### src/rtl/hrrd_pkg.sv
package hrrd_pkg;

    // Half-rate column scaling: local column part is shifted by this amount.
    localparam int unsigned HALF_RATE_SH = 2;

    // Default geometry of the datapath.
    localparam int unsigned DEF_COL_W  = 10;
    localparam int unsigned DEF_ROW_W  = 13;
    localparam int unsigned DEF_BANK_W = 3;
    localparam int unsigned DEF_SIZE_W = 3;
    localparam int unsigned DEF_DATA_W = 32;
    localparam int unsigned DEF_DEPTH  = 4;

    // Width of the local word address for a given geometry.
    function automatic int unsigned laddr_width(int unsigned col_w,
                                                int unsigned row_w,
                                                int unsigned bank_w);
        return col_w - HALF_RATE_SH + row_w + bank_w;
    endfunction

endpackage

### src/rtl/hrrd_cmd_fifo.sv
module hrrd_cmd_fifo #(
    parameter int unsigned WIDTH = 8,
    parameter int unsigned DEPTH = 4,
    localparam int unsigned PTR_W = (DEPTH > 1) ? $clog2(DEPTH) : 1,
    localparam int unsigned CNT_W = $clog2(DEPTH + 1)
) (
    input  logic             clk,
    input  logic             rst,
    input  logic             push,
    input  logic [WIDTH-1:0] din,
    input  logic             pop,
    output logic [WIDTH-1:0] dout,
    output logic             full,
    output logic             empty
);

    logic [WIDTH-1:0] mem [DEPTH];
    logic [PTR_W-1:0] wr_ptr;
    logic [PTR_W-1:0] rd_ptr;
    logic [CNT_W-1:0] count;

    function automatic logic [PTR_W-1:0] bump(logic [PTR_W-1:0] p);
        return (p == PTR_W'(DEPTH - 1)) ? '0 : p + 1'b1;
    endfunction

    always_ff @(posedge clk) begin
        if (push) begin
            mem[wr_ptr] <= din;
        end
    end

    always_ff @(posedge clk) begin
        if (rst) begin
            wr_ptr <= '0;
            rd_ptr <= '0;
            count  <= '0;
        end else begin
            if (push) begin
                wr_ptr <= bump(wr_ptr);
            end
            if (pop) begin
                rd_ptr <= bump(rd_ptr);
            end
            count <= count + CNT_W'(push) - CNT_W'(pop);
        end
    end

    assign dout  = mem[rd_ptr];
    assign full  = (count == CNT_W'(DEPTH));
    assign empty = (count == '0);

endmodule

### src/rtl/hrrd_addr_map.sv
module hrrd_addr_map
    import hrrd_pkg::*;
#(
    parameter int unsigned COL_W  = DEF_COL_W,
    parameter int unsigned ROW_W  = DEF_ROW_W,
    parameter int unsigned BANK_W = DEF_BANK_W,
    localparam int unsigned CPART_W = COL_W - HALF_RATE_SH,
    localparam int unsigned LADDR_W = CPART_W + ROW_W + BANK_W
) (
    input  logic [LADDR_W-1:0] laddr,
    output logic [COL_W-1:0]   col,
    output logic [ROW_W-1:0]   row,
    output logic [BANK_W-1:0]  bank
);

    // Column first, then row, then bank, from the low end of the address.
    assign col  = {laddr[CPART_W-1:0], {HALF_RATE_SH{1'b0}}};
    assign row  = laddr[CPART_W +: ROW_W];
    assign bank = laddr[CPART_W + ROW_W +: BANK_W];

endmodule

### src/rtl/hrrd_issue.sv
module hrrd_issue #(
    parameter int unsigned ADR_W  = 26,
    parameter int unsigned SIZE_W = 3
) (
    input  logic              clk,
    input  logic              rst,
    input  logic              empty,
    input  logic [ADR_W-1:0]  head_adr,
    input  logic [SIZE_W-1:0] head_len,
    output logic              pop,
    output logic              cmd_valid,
    output logic [ADR_W-1:0]  cmd_adr,
    output logic [SIZE_W-1:0] cmd_len,
    output logic              exp_rd
);

    // Strobe cycles still to run, counting the current one.
    logic [SIZE_W-1:0] rem_q;
    logic [SIZE_W-1:0] eff_len;
    logic              slot_free;

    assign eff_len   = (head_len == '0) ? SIZE_W'(1) : head_len;
    assign slot_free = (rem_q <= SIZE_W'(1));
    assign pop       = !empty && slot_free;
    assign exp_rd    = (rem_q != '0);

    always_ff @(posedge clk) begin
        if (rst) begin
            rem_q     <= '0;
            cmd_valid <= 1'b0;
            cmd_adr   <= '0;
            cmd_len   <= '0;
        end else begin
            cmd_valid <= pop;
            if (pop) begin
                cmd_adr <= head_adr;
                cmd_len <= eff_len;
                rem_q   <= eff_len;
            end else if (rem_q != '0) begin
                rem_q <= rem_q - 1'b1;
            end
        end
    end

endmodule

### src/rtl/hrrd_rdata_pipe.sv
module hrrd_rdata_pipe #(
    parameter int unsigned DATA_W = 32,
    parameter int unsigned RD_LAT = 0
) (
    input  logic              clk,
    input  logic              rst,
    input  logic              in_valid,
    input  logic [DATA_W-1:0] in_data,
    output logic              out_valid,
    output logic [DATA_W-1:0] out_data
);

    generate
        if (RD_LAT == 0) begin : g_bypass
            assign out_valid = in_valid;
            assign out_data  = in_data;
        end else begin : g_stages
            logic              v_sr [RD_LAT];
            logic [DATA_W-1:0] d_sr [RD_LAT];

            always_ff @(posedge clk) begin
                if (rst) begin
                    for (int i = 0; i < int'(RD_LAT); i++) begin
                        v_sr[i] <= 1'b0;
                    end
                end else begin
                    v_sr[0] <= in_valid;
                    for (int i = 1; i < int'(RD_LAT); i++) begin
                        v_sr[i] <= v_sr[i-1];
                    end
                end
            end

            always_ff @(posedge clk) begin
                d_sr[0] <= in_data;
                for (int i = 1; i < int'(RD_LAT); i++) begin
                    d_sr[i] <= d_sr[i-1];
                end
            end

            assign out_valid = v_sr[RD_LAT-1];
            assign out_data  = d_sr[RD_LAT-1];
        end
    endgenerate

endmodule

### src/rtl/hrrd_frontend.sv
module hrrd_frontend
    import hrrd_pkg::*;
#(
    parameter int unsigned COL_W  = DEF_COL_W,
    parameter int unsigned ROW_W  = DEF_ROW_W,
    parameter int unsigned BANK_W = DEF_BANK_W,
    parameter int unsigned SIZE_W = DEF_SIZE_W,
    parameter int unsigned DATA_W = DEF_DATA_W,
    parameter int unsigned DEPTH  = DEF_DEPTH,
    parameter int unsigned RD_LAT = 0,
    localparam int unsigned LADDR_W = laddr_width(COL_W, ROW_W, BANK_W)
) (
    input  logic               clk,
    input  logic               rst,
    input  logic               rd_req,
    input  logic [LADDR_W-1:0] rd_addr,
    input  logic [SIZE_W-1:0]  rd_size,
    output logic               rd_ready,
    output logic               mem_cmd_valid,
    output logic [ROW_W-1:0]   mem_row,
    output logic [COL_W-1:0]   mem_col,
    output logic [BANK_W-1:0]  mem_bank,
    output logic [SIZE_W-1:0]  mem_len,
    output logic               mem_exp_rd,
    input  logic               phy_rvalid,
    input  logic [DATA_W-1:0]  phy_rdata,
    output logic               usr_rvalid,
    output logic [DATA_W-1:0]  usr_rdata
);

    localparam int unsigned ADR_W = BANK_W + ROW_W + COL_W;

    typedef struct packed {
        logic [BANK_W-1:0] bank;
        logic [ROW_W-1:0]  row;
        logic [COL_W-1:0]  col;
    } mem_adr_t;

    typedef struct packed {
        mem_adr_t          adr;
        logic [SIZE_W-1:0] len;
    } rd_cmd_t;

    localparam int unsigned CMD_W = $bits(rd_cmd_t);

    rd_cmd_t  new_cmd;
    rd_cmd_t  head_cmd;
    mem_adr_t issued_adr;
    logic     q_full;
    logic     q_empty;
    logic     q_pop;
    logic     accept;

    assign rd_ready = !q_full;
    assign accept   = rd_req && rd_ready;

    hrrd_addr_map #(
        .COL_W  (COL_W),
        .ROW_W  (ROW_W),
        .BANK_W (BANK_W)
    ) u_map (
        .laddr (rd_addr),
        .col   (new_cmd.adr.col),
        .row   (new_cmd.adr.row),
        .bank  (new_cmd.adr.bank)
    );

    assign new_cmd.len = rd_size;

    hrrd_cmd_fifo #(
        .WIDTH (CMD_W),
        .DEPTH (DEPTH)
    ) u_queue (
        .clk   (clk),
        .rst   (rst),
        .push  (accept),
        .din   (new_cmd),
        .pop   (q_pop),
        .dout  (head_cmd),
        .full  (q_full),
        .empty (q_empty)
    );

    hrrd_issue #(
        .ADR_W  (ADR_W),
        .SIZE_W (SIZE_W)
    ) u_issue (
        .clk       (clk),
        .rst       (rst),
        .empty     (q_empty),
        .head_adr  (head_cmd.adr),
        .head_len  (head_cmd.len),
        .pop       (q_pop),
        .cmd_valid (mem_cmd_valid),
        .cmd_adr   (issued_adr),
        .cmd_len   (mem_len),
        .exp_rd    (mem_exp_rd)
    );

    assign mem_row  = issued_adr.row;
    assign mem_col  = issued_adr.col;
    assign mem_bank = issued_adr.bank;

    hrrd_rdata_pipe #(
        .DATA_W (DATA_W),
        .RD_LAT (RD_LAT)
    ) u_ret (
        .clk       (clk),
        .rst       (rst),
        .in_valid  (phy_rvalid),
        .in_data   (phy_rdata),
        .out_valid (usr_rvalid),
        .out_data  (usr_rdata)
    );

endmodule

### config.mk
export PLATFORM = sky130hd
export DESIGN_NAME = hrrd_frontend
export DESIGN_NICKNAME = d
export VERILOG_FILES = /design/src/rtl/hrrd_pkg.sv /design/src/rtl/hrrd_cmd_fifo.sv /design/src/rtl/hrrd_addr_map.sv /design/src/rtl/hrrd_issue.sv /design/src/rtl/hrrd_rdata_pipe.sv /design/src/rtl/hrrd_frontend.sv
export SDC_FILE = /design/constraint.sdc
export NUM_CORES = 1
export LEC_CHECK = 0
export BUFFER_PORTS_ARGS = -buffer_cell sky130_fd_sc_hd__buf_4
export CORE_ASPECT_RATIO = 0.75
export CORE_MARGIN = 2
export CORE_UTILIZATION = 40
export DETAILED_ROUTE_END_ITERATION = 8
export PLACE_DENSITY_LB_ADDON = 0.3
export SYNTH_ARGS = -nofsm -noshare
export SYNTH_HDL_FRONTEND = slang
export SYNTH_SLANG_ARGS = --single-unit
### constraint.sdc
create_clock -name clk -period 6.1 [get_ports clk]
set_clock_uncertainty 0.15 [all_clocks]
set_input_delay 0.915 -clock clk [delete_from_list [all_inputs] [get_ports clk]]
set_output_delay 0.915 -clock clk [all_outputs]
set_load 0.01 [all_outputs]
== Yosys cells after proc, flatten, opt, wreduce, memory -nomap -nowiden ==
Memory sizes are Yosys's and may differ from the RTL's. A register that Yosys moved wholly into a read port is not among the register bits.
Cells that the tools add are included.

* Add/sub/neg operators: 5
* Magnitude comparators: 1
* Equality and inequality tests: 3
* Multiplexer cells: 9
* Reductions and logical operators: 8

{| class="wikitable"
|+ Operator list
! kind !! number
|-
| two-way mux 3 bit || 3
|-
| two-way mux 2 bit || 4
|-
| logical NOT 3 bit || 2
|-
| adder 2 x 1 -> 2 bit (second input constant) || 2
|-
| equality test 2 bit (second input constant) || 2
|-
| adder 3 x 1 -> 3 bit || 1
|-
| equality test 3 bit (second input constant) || 1
|-
| <= comparator 3 x 1 -> 1 bit (second input constant) || 1
|-
| nonzero test 3 bit || 1
|-
| subtractor 3 x 1 -> 3 bit || 1
|-
| subtractor 3 x 1 -> 3 bit (second input constant) || 1
|-
| logical AND 1 bit || 2
|-
| logical NOT 1 bit || 2
|-
| two-way mux 1 bit || 2
|-
| nonzero test 2 bit || 1
|}

* Bits in registers: 40
* Bits in writable memories: 108
* Input port bits: 63
* Output and inout port bits: 65
* Word-level logic and storage cells: 34
* Memories kept: 1

{| class="wikitable"
|+ Memory list
! name !! words !! width !! rd ports !! clocked after memory_dff !! wr ports !! line !! source
|-
| u_queue.mem || 4 || 27 || 1 || 1 || 1 || hrrd_cmd_fifo.sv:17 || <nowiki>logic [WIDTH-1:0] mem [DEPTH];</nowiki>
|}

== Logic depth before layout (Yosys ltp) ==
Gate-level depths: netlist of run 1.

* Word-level depth: 5
* Depth in mapped cells: 15

== By module ==
From an unflattened synthesis of run 1, not the netlist that was laid out.

* Cells, all modules: 408
* Area total of the unflattened synthesis: 6353.6 um^2

{| class="wikitable"
|+ Modules (own cells, without submodules)
! module !! instances !! cells an instance !! area an instance (um^2) !! sequential area each (um^2)
|-
| hrrd_cmd_fifo || 1 || 194 || 4647.0 || 3663.5
|-
| hrrd_issue || 1 || 152 || 1249.9 || 660.6
|-
| hrrd_rdata_pipe || 1 || 33 || 247.7 || 0.0
|-
| hrrd_addr_map || 1 || 27 || 198.9 || 0.0
|-
| hrrd_frontend || 1 || 2 || 10.0 || 0.0
|}

== Worst setup path after synthesis of run 1 ==
No wires, ideal clock.

* Path kind: flip-flop to flip-flop
* Start: register u_issue.rem_q[1]
* End: register u_queue.count[2]
* Setup time: 128 ps
* Data arrival time: 2464 ps
* Data required time: 5822 ps
* Path slack: 3359 ps
* Cell stages (with the launch flop): 16
* Cells stage by stage: dfxtp_1 -> inv_1 -> ha_1 -> o21ba_1 -> or3_1 -> buf_6 -> clkinv_2 -> buf_2 -> ha_1 -> inv_1 -> ha_1 -> inv_1 -> fa_1 -> xor2_1 -> xnor2_1 -> nor2_1

* Word-level cells in the longest chain between the ends: 3

{| class="wikitable"
|+ Ends and longest elaborated chain
! what !! line !! source
|-
| start, declared || hrrd_issue.sv:18 || <nowiki>logic [SIZE_W-1:0] rem_q;</nowiki>
|-
| start signal, assigned || hrrd_issue.sv:38 || <nowiki>rem_q <= eff_len;</nowiki>
|-
| start signal, assigned || hrrd_issue.sv:40 || <nowiki>rem_q <= rem_q - 1'b1;</nowiki>
|-
| <= comparator 3 x 1 -> 1 bit || hrrd_issue.sv:23 || <nowiki>assign slot_free = (rem_q <= SIZE_W'(1));</nowiki>
|-
| logical AND 1 bit || hrrd_issue.sv:24 || <nowiki>assign pop = !empty && slot_free;</nowiki>
|-
| net q_pop || hrrd_frontend.sv:51 || <nowiki>logic q_pop;</nowiki>
|-
| subtractor 3 x 1 -> 3 bit || hrrd_cmd_fifo.sv:44 || <nowiki>count <= count + CNT_W'(push) - CNT_W'(pop);</nowiki>
|-
| end signal, assigned || hrrd_cmd_fifo.sv:44 ||
|-
| end, declared || hrrd_cmd_fifo.sv:20 || <nowiki>logic [CNT_W-1:0] count;</nowiki>
|}

The timed path passes the listed nets, and every way through them passes these cells.
A chain may end at the register's enable or synchronous reset.

== Worst setup path in the final report of run 1 ==
* Start: register u_issue.rem_q[1]
* End: register u_queue.count[2]

* Word-level cells in the longest chain between the ends: 3

{| class="wikitable"
|+ Ends and longest elaborated chain
! what !! line
|-
| <= comparator 3 x 1 -> 1 bit || hrrd_issue.sv:23
|-
| logical AND 1 bit || hrrd_issue.sv:24
|-
| subtractor 3 x 1 -> 3 bit || hrrd_cmd_fifo.sv:44
|}

Every way passes these cells.

==> results of run 1 <==
[final cells by class]
type                            count  area (um2)
Inverter                            9        35.0
Clock buffer                       18         429
Clock inverter                     14         134
Multi-Input combinational cell    159        1380
Timing Repair Buffer               65         488
Fill cell                        1290        7600
Sequential cell                   148        4050
Tap cell                          200         250
[power groups by stage]
stage	clock network [mW]	logic (mW)	registers (mW)
after floorplan	0	0.663	1.37
after global placement	0	0.860	1.41
after detailed placement	0	0.880	1.42
after CTS	0.998	0.885	1.40
after global routing	1.05	0.957	1.42
final	0.975	0.863	1.39
[layout by cell type (no fill, tap or decap), types with 2 or more instances in the layout]
cell type   count
a21oi_1        22
a21oi_2        10
and3_1          4
buf_4          65
clkbuf_16      17
clkinv_2        2
clkinv_4        7
clkinvlp_4      3
conb_1          2
dfxtp_1        39
edfxtp_1      108
ha_1           10
inv_1           8
mux4_2         27
nand2_1        50
nand2_2        10
nor2_1          5
nor2b_1         2
nor3_1          3
or3_1           3
xnor2_1         2
[metrics by stage]
step                      setup slack [ps]  cells  utilization, %
final                                 2980    613            47.1
after global routing                  2780    613            47.1
after CTS                             2920    613            47.1
after detailed placement              2920    581            43.2
after global placement                3040    581            43.2
after floorplan                       3360    369               -
[worst register-to-register path: stages (launching register included)]
cell      delay, ps
dfxtp_1         340
inv_1            80
ha_1            170
o21ba_1         200
or3_1           130
clkinv_2        450
ha_1            490
inv_1            60
ha_1            130
inv_1            50
fa_1            370
xor2_1          160
xnor2_1         160
nor2_1           60
[cells by family (layout without fill, tap and decap cells)]
kind of cell	Yosys count	in the layout
AO/OA/AOI/OAI	36	36
multiplexers	27	27
other	1	2
XOR/XNOR	3	3
AND/OR/NAND/NOR	80	80
adder cells (fa/ha/maj)	11	11
flip-flops	148	148
buffers and inverters	62	106
[final timing paths]
kind         cells after the start                              end                             from  slack [ps]
max                             13      u_queue.count[2]$_SDFF_PP0_    u_issue.rem_q[1]$_SDFFE_PP0P_        2980
min                              2  u_issue.cmd_adr[4]$_SDFFE_PP0P_  u_issue.cmd_adr[4]$_SDFFE_PP0P_         310
max reg2reg                     13      u_queue.count[2]$_SDFF_PP0_    u_issue.rem_q[1]$_SDFFE_PP0P_        2980
min reg2reg                      2  u_issue.cmd_adr[4]$_SDFFE_PP0P_  u_issue.cmd_adr[4]$_SDFFE_PP0P_         310
[sequential cells by signal, indices dropped and copies added (netlist names), named ones only]
| signal | count |
|---|---|
| u_queue.mem | 108 |
| u_queue.count | 3 |
| u_queue.wr_ptr | 2 |
| u_issue.cmd_adr | 24 |
| u_issue.rem_q | 3 |
| u_queue.rd_ptr | 2 |
| u_issue.cmd_len | 3 |
| u_issue.cmd_valid | 1 |
[per-layer routing]
layer  global-route usage [%]  wire [um]
met3                     5.09        532
met2                     23.2       5080
met1                     19.0       4840
met4                     8.54        575
met5                        0          0
==> results.ini, run 1 <==
[status]
outcome=finished, final reports clean

[global_route]
grt_pass1_wl_um=16900
grt_usage_pct=15.1
grt_max_degree=39
grt_pass1_vias=3054
antenna_found_initial=0
grt_remaining_overflow=0

[synthesis]
synth_ff_type=edfxtp_1
synth_mux_area_share_pct=10.4
ys_top_cells_by_count=edfxtp_1, nand2_1, dfxtp_1, buf_4, mux4_2
yosysMostFrequentCell=edfxtp_1
yosys_warnings=0
synth-xor-area-share_pct=0.451
synth_top_family_by_area=multiplexers
yosysUniqueCellTypes=33
ys_async_sr_fraction_pct=0
yosysSeqAreaShare_pct=69.4
synth_area_leaders=edfxtp_1, dfxtp_1, mux4_2
synthSimpleGateAreaFrac_pct=6.23
yosysTopAreaCell=edfxtp_1
synth_edf_count=108
syn_area_um2=5820
synthCells=368
synthAdderAreaFrac_pct=2.49
avgSynthCellArea_um2=15.8
synth_top_cell_area_share_pct=55.7
synth_seq_cells=148
synth-compound-area-share_pct=3.91

[timing]
period_minus_slack_ps=3120
slew_viol_final=0
finalCritPeriodShare_pct=51.2
rsz0062_at_grt=no
slew_headroom_pct=31.3
fin_tns_setup_ps=0
worst_pin_slew_ps=1030
final_hold_viol_count=0
setup_violations=0
hold_ws_ps=306
max_freq_mhz=320

[worst_setup_path]
cp-end-kind=flop
crit_type=reg2reg
crit_chain=inv_1, ha_1, o21ba_1, or3_1, clkinv_2, ha_1, inv_1, ha_1, inv_1, fa_1, xor2_1, xnor2_1, nor2_1
cp_max_fo=29
critPathBufInv=4
cp.required_ps=6230
max_stage_delay_ps=480
crit_family=adder cells
worst_ep_arrival_time_ps=3250
setup.worst_path.start_class=flop
crit_path_top_delay_cell=ha_1

[cells_and_area]
nets=474
antennaDiodeCount=0
syn_to_final_growth_pct=16.0
final_area_um2=6760
drive_above_1_share_pct=35.1

[clock_network]
path_clk_slew_ps=60
cts_max_level=4
hold_buffers=0
root_buffer=clkbuf_16
cts_sinks=148
clk-insertion-delay-late_ps=410
cts_buffers=17
cts_buffer_depth=2
post_cts_resize_count=0
cts_tree=done
cts_setup_buffers=0

[route]
drc=0
ant_nets=0
via_count=2993
drt_iter0_markers=207
routed_wl_um=11000
via_per_inst=4.88
dr.pass1.iters=6
wl_per_cell_um=18.0

[pwr]
ir_drop_mv=0.212
power_density_nw_per_um2=477
p_switching_uw=996
sequentialPowerShare_pct=43.0
combPwrFrac_pct=26.8
power.internal_mw=2.23
clkPwrFrac_pct=30.2
p_leak_nw=2.37
swShare_pct=30.9
total_power_mw=3.23

[die]
ioPinCount=128
dieHeight_um=109
die_w_um=143
die_area_um2=15600
core_area_um2=14400
num_rows=38
start_util_pct=40.6

[run]
maxCapViolCount=0

[placed_design]
place_area_um2=6200
post-dp-hpwl_um=6670
port_buffers=59
gp_congestion=0.686

[hold_path]
hold_class=reg2reg

Power figures use the tool's default switching activity.
==> run 2, diff against run 1 <==
==> constraint.sdc (replaced) <==
create_clock -name clk -period 2.81 [get_ports clk]
set_clock_uncertainty 0.15 [all_clocks]
set_input_delay 0.4215 -clock clk [delete_from_list [all_inputs] [get_ports clk]]
set_output_delay 0.4215 -clock clk [all_outputs]
set_load 0.01 [all_outputs]
==> run 2 against run 1 <==
Clock-buffer cell count unchanged. Register-to-register slack worse by 2800 ps. Non-clock buffer count up 4. Wire length up 1.2%. First-iteration DRC count down 47%. Die area unchanged. Largest cell class unchanged. Cell count up 0.65%. Power up 120%. Sequential power up 110%. Combinational power up 130%. Flip-flop and latch count unchanged.
==> results.ini, run 2 (same netlist as run 1, synthesis figures left out) <==
[clock_network]
root_buffer=clkbuf_16
cts_tree=done
post_cts_resize_count=0  ; unchanged
cts_setup_buffers=0  ; unchanged
clk-insertion-delay-late_ps=410  ; about the same
cts_buffers=17  ; unchanged
cts_sinks=148  ; unchanged
cts_max_level=4  ; unchanged
hold_buffers=0  ; unchanged
path_clk_slew_ps=70  ; about the same
cts_buffer_depth=2  ; unchanged

[route]
drt_iter0_markers=110  ; -47%
dr.pass1.iters=4  ; -2
wl_per_cell_um=18.1  ; +0.55%
drc=0  ; unchanged
via_count=2959  ; -1.1%
routed_wl_um=11200  ; +1.2%
ant_nets=0  ; unchanged
via_per_inst=4.80  ; -1.8%

[global_route]
grt_pass1_vias=2997  ; -1.9%
grt_max_degree=39  ; unchanged
grt_usage_pct=15.3  ; +0.19 points
antenna_found_initial=0  ; unchanged
grt_pass1_wl_um=17000  ; +0.65%
grt_remaining_overflow=0  ; unchanged

[worst_setup_path]
max_stage_delay_ps=380  ; -100 ps
reg2reg_slack_ps=180  ; -2800 ps
cp.required_ps=2950  ; -3280 ps
crit_family=adder cells
setup.worst_path.start_class=flop
cp-end-kind=flop
worst_ep_arrival_time_ps=2770  ; -480 ps
rr_startpoint=u_issue.rem_q[1]$_SDFFE_PP0P_
crit_chain=inv_1, ha_1, o21ba_1, or3_1, clkinv_2, ha_1, inv_1, ha_1, inv_1, fa_1, xor2_1, xnor2_1, nor2_1
crit_path_top_delay_cell=or3_1
crit_type=reg2reg
reg2reg_depth=13  ; unchanged
cp_max_fo=3  ; -90%
critPathBufInv=4  ; unchanged
worst_r2r_endpoint=u_queue.count[2]$_SDFF_PP0_

[timing]
fin_tns_setup_ps=0  ; unchanged
rsz0062_at_grt=no
max_freq_mhz=380  ; +19%
final_hold_viol_count=0  ; unchanged
slew_viol_final=0  ; unchanged
setup_violations=0  ; unchanged
worst_pin_slew_ps=517  ; -514 ps
slew_headroom_pct=65.6  ; +34 points
finalCritPeriodShare_pct=93.7  ; +43 points
period_minus_slack_ps=2630  ; -490 ps

[cells_and_area]
drive_above_1_share_pct=36.2  ; +1.1 points
final_common_cell=edfxtp_1
largest_reg_flops=108  ; unchanged
antennaDiodeCount=0  ; unchanged
reg_top3=u_queue.mem x108, u_issue.cmd_adr x24
mostFrequentLayoutCells=edfxtp_1, buf_4, nand2_1
nets=478  ; +0.84%
syn_to_final_growth_pct=17.0
largest-register=u_queue.mem

[die]
dieHeight_um=109  ; unchanged
die_area_um2=15600  ; unchanged
core_area_um2=14400  ; unchanged
num_rows=38  ; unchanged
die_w_um=143  ; unchanged
ioPinCount=128  ; unchanged
start_util_pct=40.6  ; unchanged

[hold_path]
hold_class=in2reg
min_from=rd_addr[11]
min_to=u_queue.mem[1][14]$_DFFE_PP_
min_delay_path_depth=1  ; -1

[status]
outcome=finished, final reports clean

[pwr]
ir_drop_mv=0.582  ; +170%
power_density_nw_per_um2=1050  ; +120%
p_leak_nw=2.42  ; +2.0%
total_power_mw=7.13  ; +120%

[placed_design]
gp_congestion=0.663  ; -3.3%
port_buffers=59  ; unchanged
post-dp-hpwl_um=6840  ; +2.6%

[run]
maxCapViolCount=0  ; unchanged

==> run 2: cell types whose count changed in the layout (fill, tap and decap cells not counted), moves of 2 or more <==
cell	delta
inv_8	+3
clkinvlp_4	-3
clkinv_4	-7
inv_6	+8
clkinv_8	+2
buf_4	+4
==> run 2: power breakdown <==
| group | switching (mW) | total [mW] | internal [mW] |
|---|---|---|---|
| clock | 0.994 | 2.21 | 1.21 |
| sequential | 0.204 | 2.93 | 2.73 |
| combinational | 1.07 | 1.99 | 0.914 |
| total | 2.27 | 7.13 | 4.86 |
==> run 2: area by class of cell <==
| cell class | instances | area (um2) |
|---|---|---|
| repair buffers | 69 | 518 |
| fillers | 1255 | 7550 |
| inverters | 9 | 35.0 |
| well taps | 200 | 250 |
| flip-flops and latches | 148 | 4050 |
| multi-input cells | 159 | 1380 |
| clock inverters | 14 | 148 |
| clock buffers | 18 | 439 |
==> run 2: worst max path at each step <==
stage                                  endpoint                           from  depth (start not counted)
floorplan           u_queue.count[2]$_SDFF_PP0_  u_issue.rem_q[1]$_SDFFE_PP0P_                         15
global placement    u_queue.count[2]$_SDFF_PP0_  u_issue.rem_q[1]$_SDFFE_PP0P_                         13
detailed placement  u_queue.count[2]$_SDFF_PP0_  u_issue.rem_q[1]$_SDFFE_PP0P_                         13
CTS                 u_queue.count[2]$_SDFF_PP0_  u_issue.rem_q[1]$_SDFFE_PP0P_                         13
global route        u_queue.count[2]$_SDFF_PP0_  u_issue.rem_q[1]$_SDFFE_PP0P_                         13
finish              u_queue.count[2]$_SDFF_PP0_  u_issue.rem_q[1]$_SDFFE_PP0P_                         13
==> run 2: per-stage QoR <==
stage | instances | util, % | hold slack, ps | setup WS, ps | area [um2]
2_1_floorplan | 369 | - | 304 | 68.6 | 5830
3_3_place_gp | 585 | 43.4 | 296 | 285 | 6230
3_5_place_dp | 585 | 43.4 | 297 | 168 | 6230
4_1_cts | 617 | 47.4 | 30.0 | 151 | 6810
5_1_grt | 617 | 47.4 | 26.7 | 25.6 | 6810
6_report | 617 | 47.4 | 48.6 | 176 | 6810
==> run 2: metal layers <==
metal / routed length [um] / global-route usage (%) / vias to the layer above
met5: 0 / 0 / -
met4: 687 / 10.9 / 0
met3: 577 / 4.61 / 45
met2: 5020 / 23.3 / 72
met1: 4880 / 18.8 / 1460
li1: - / - / 1382
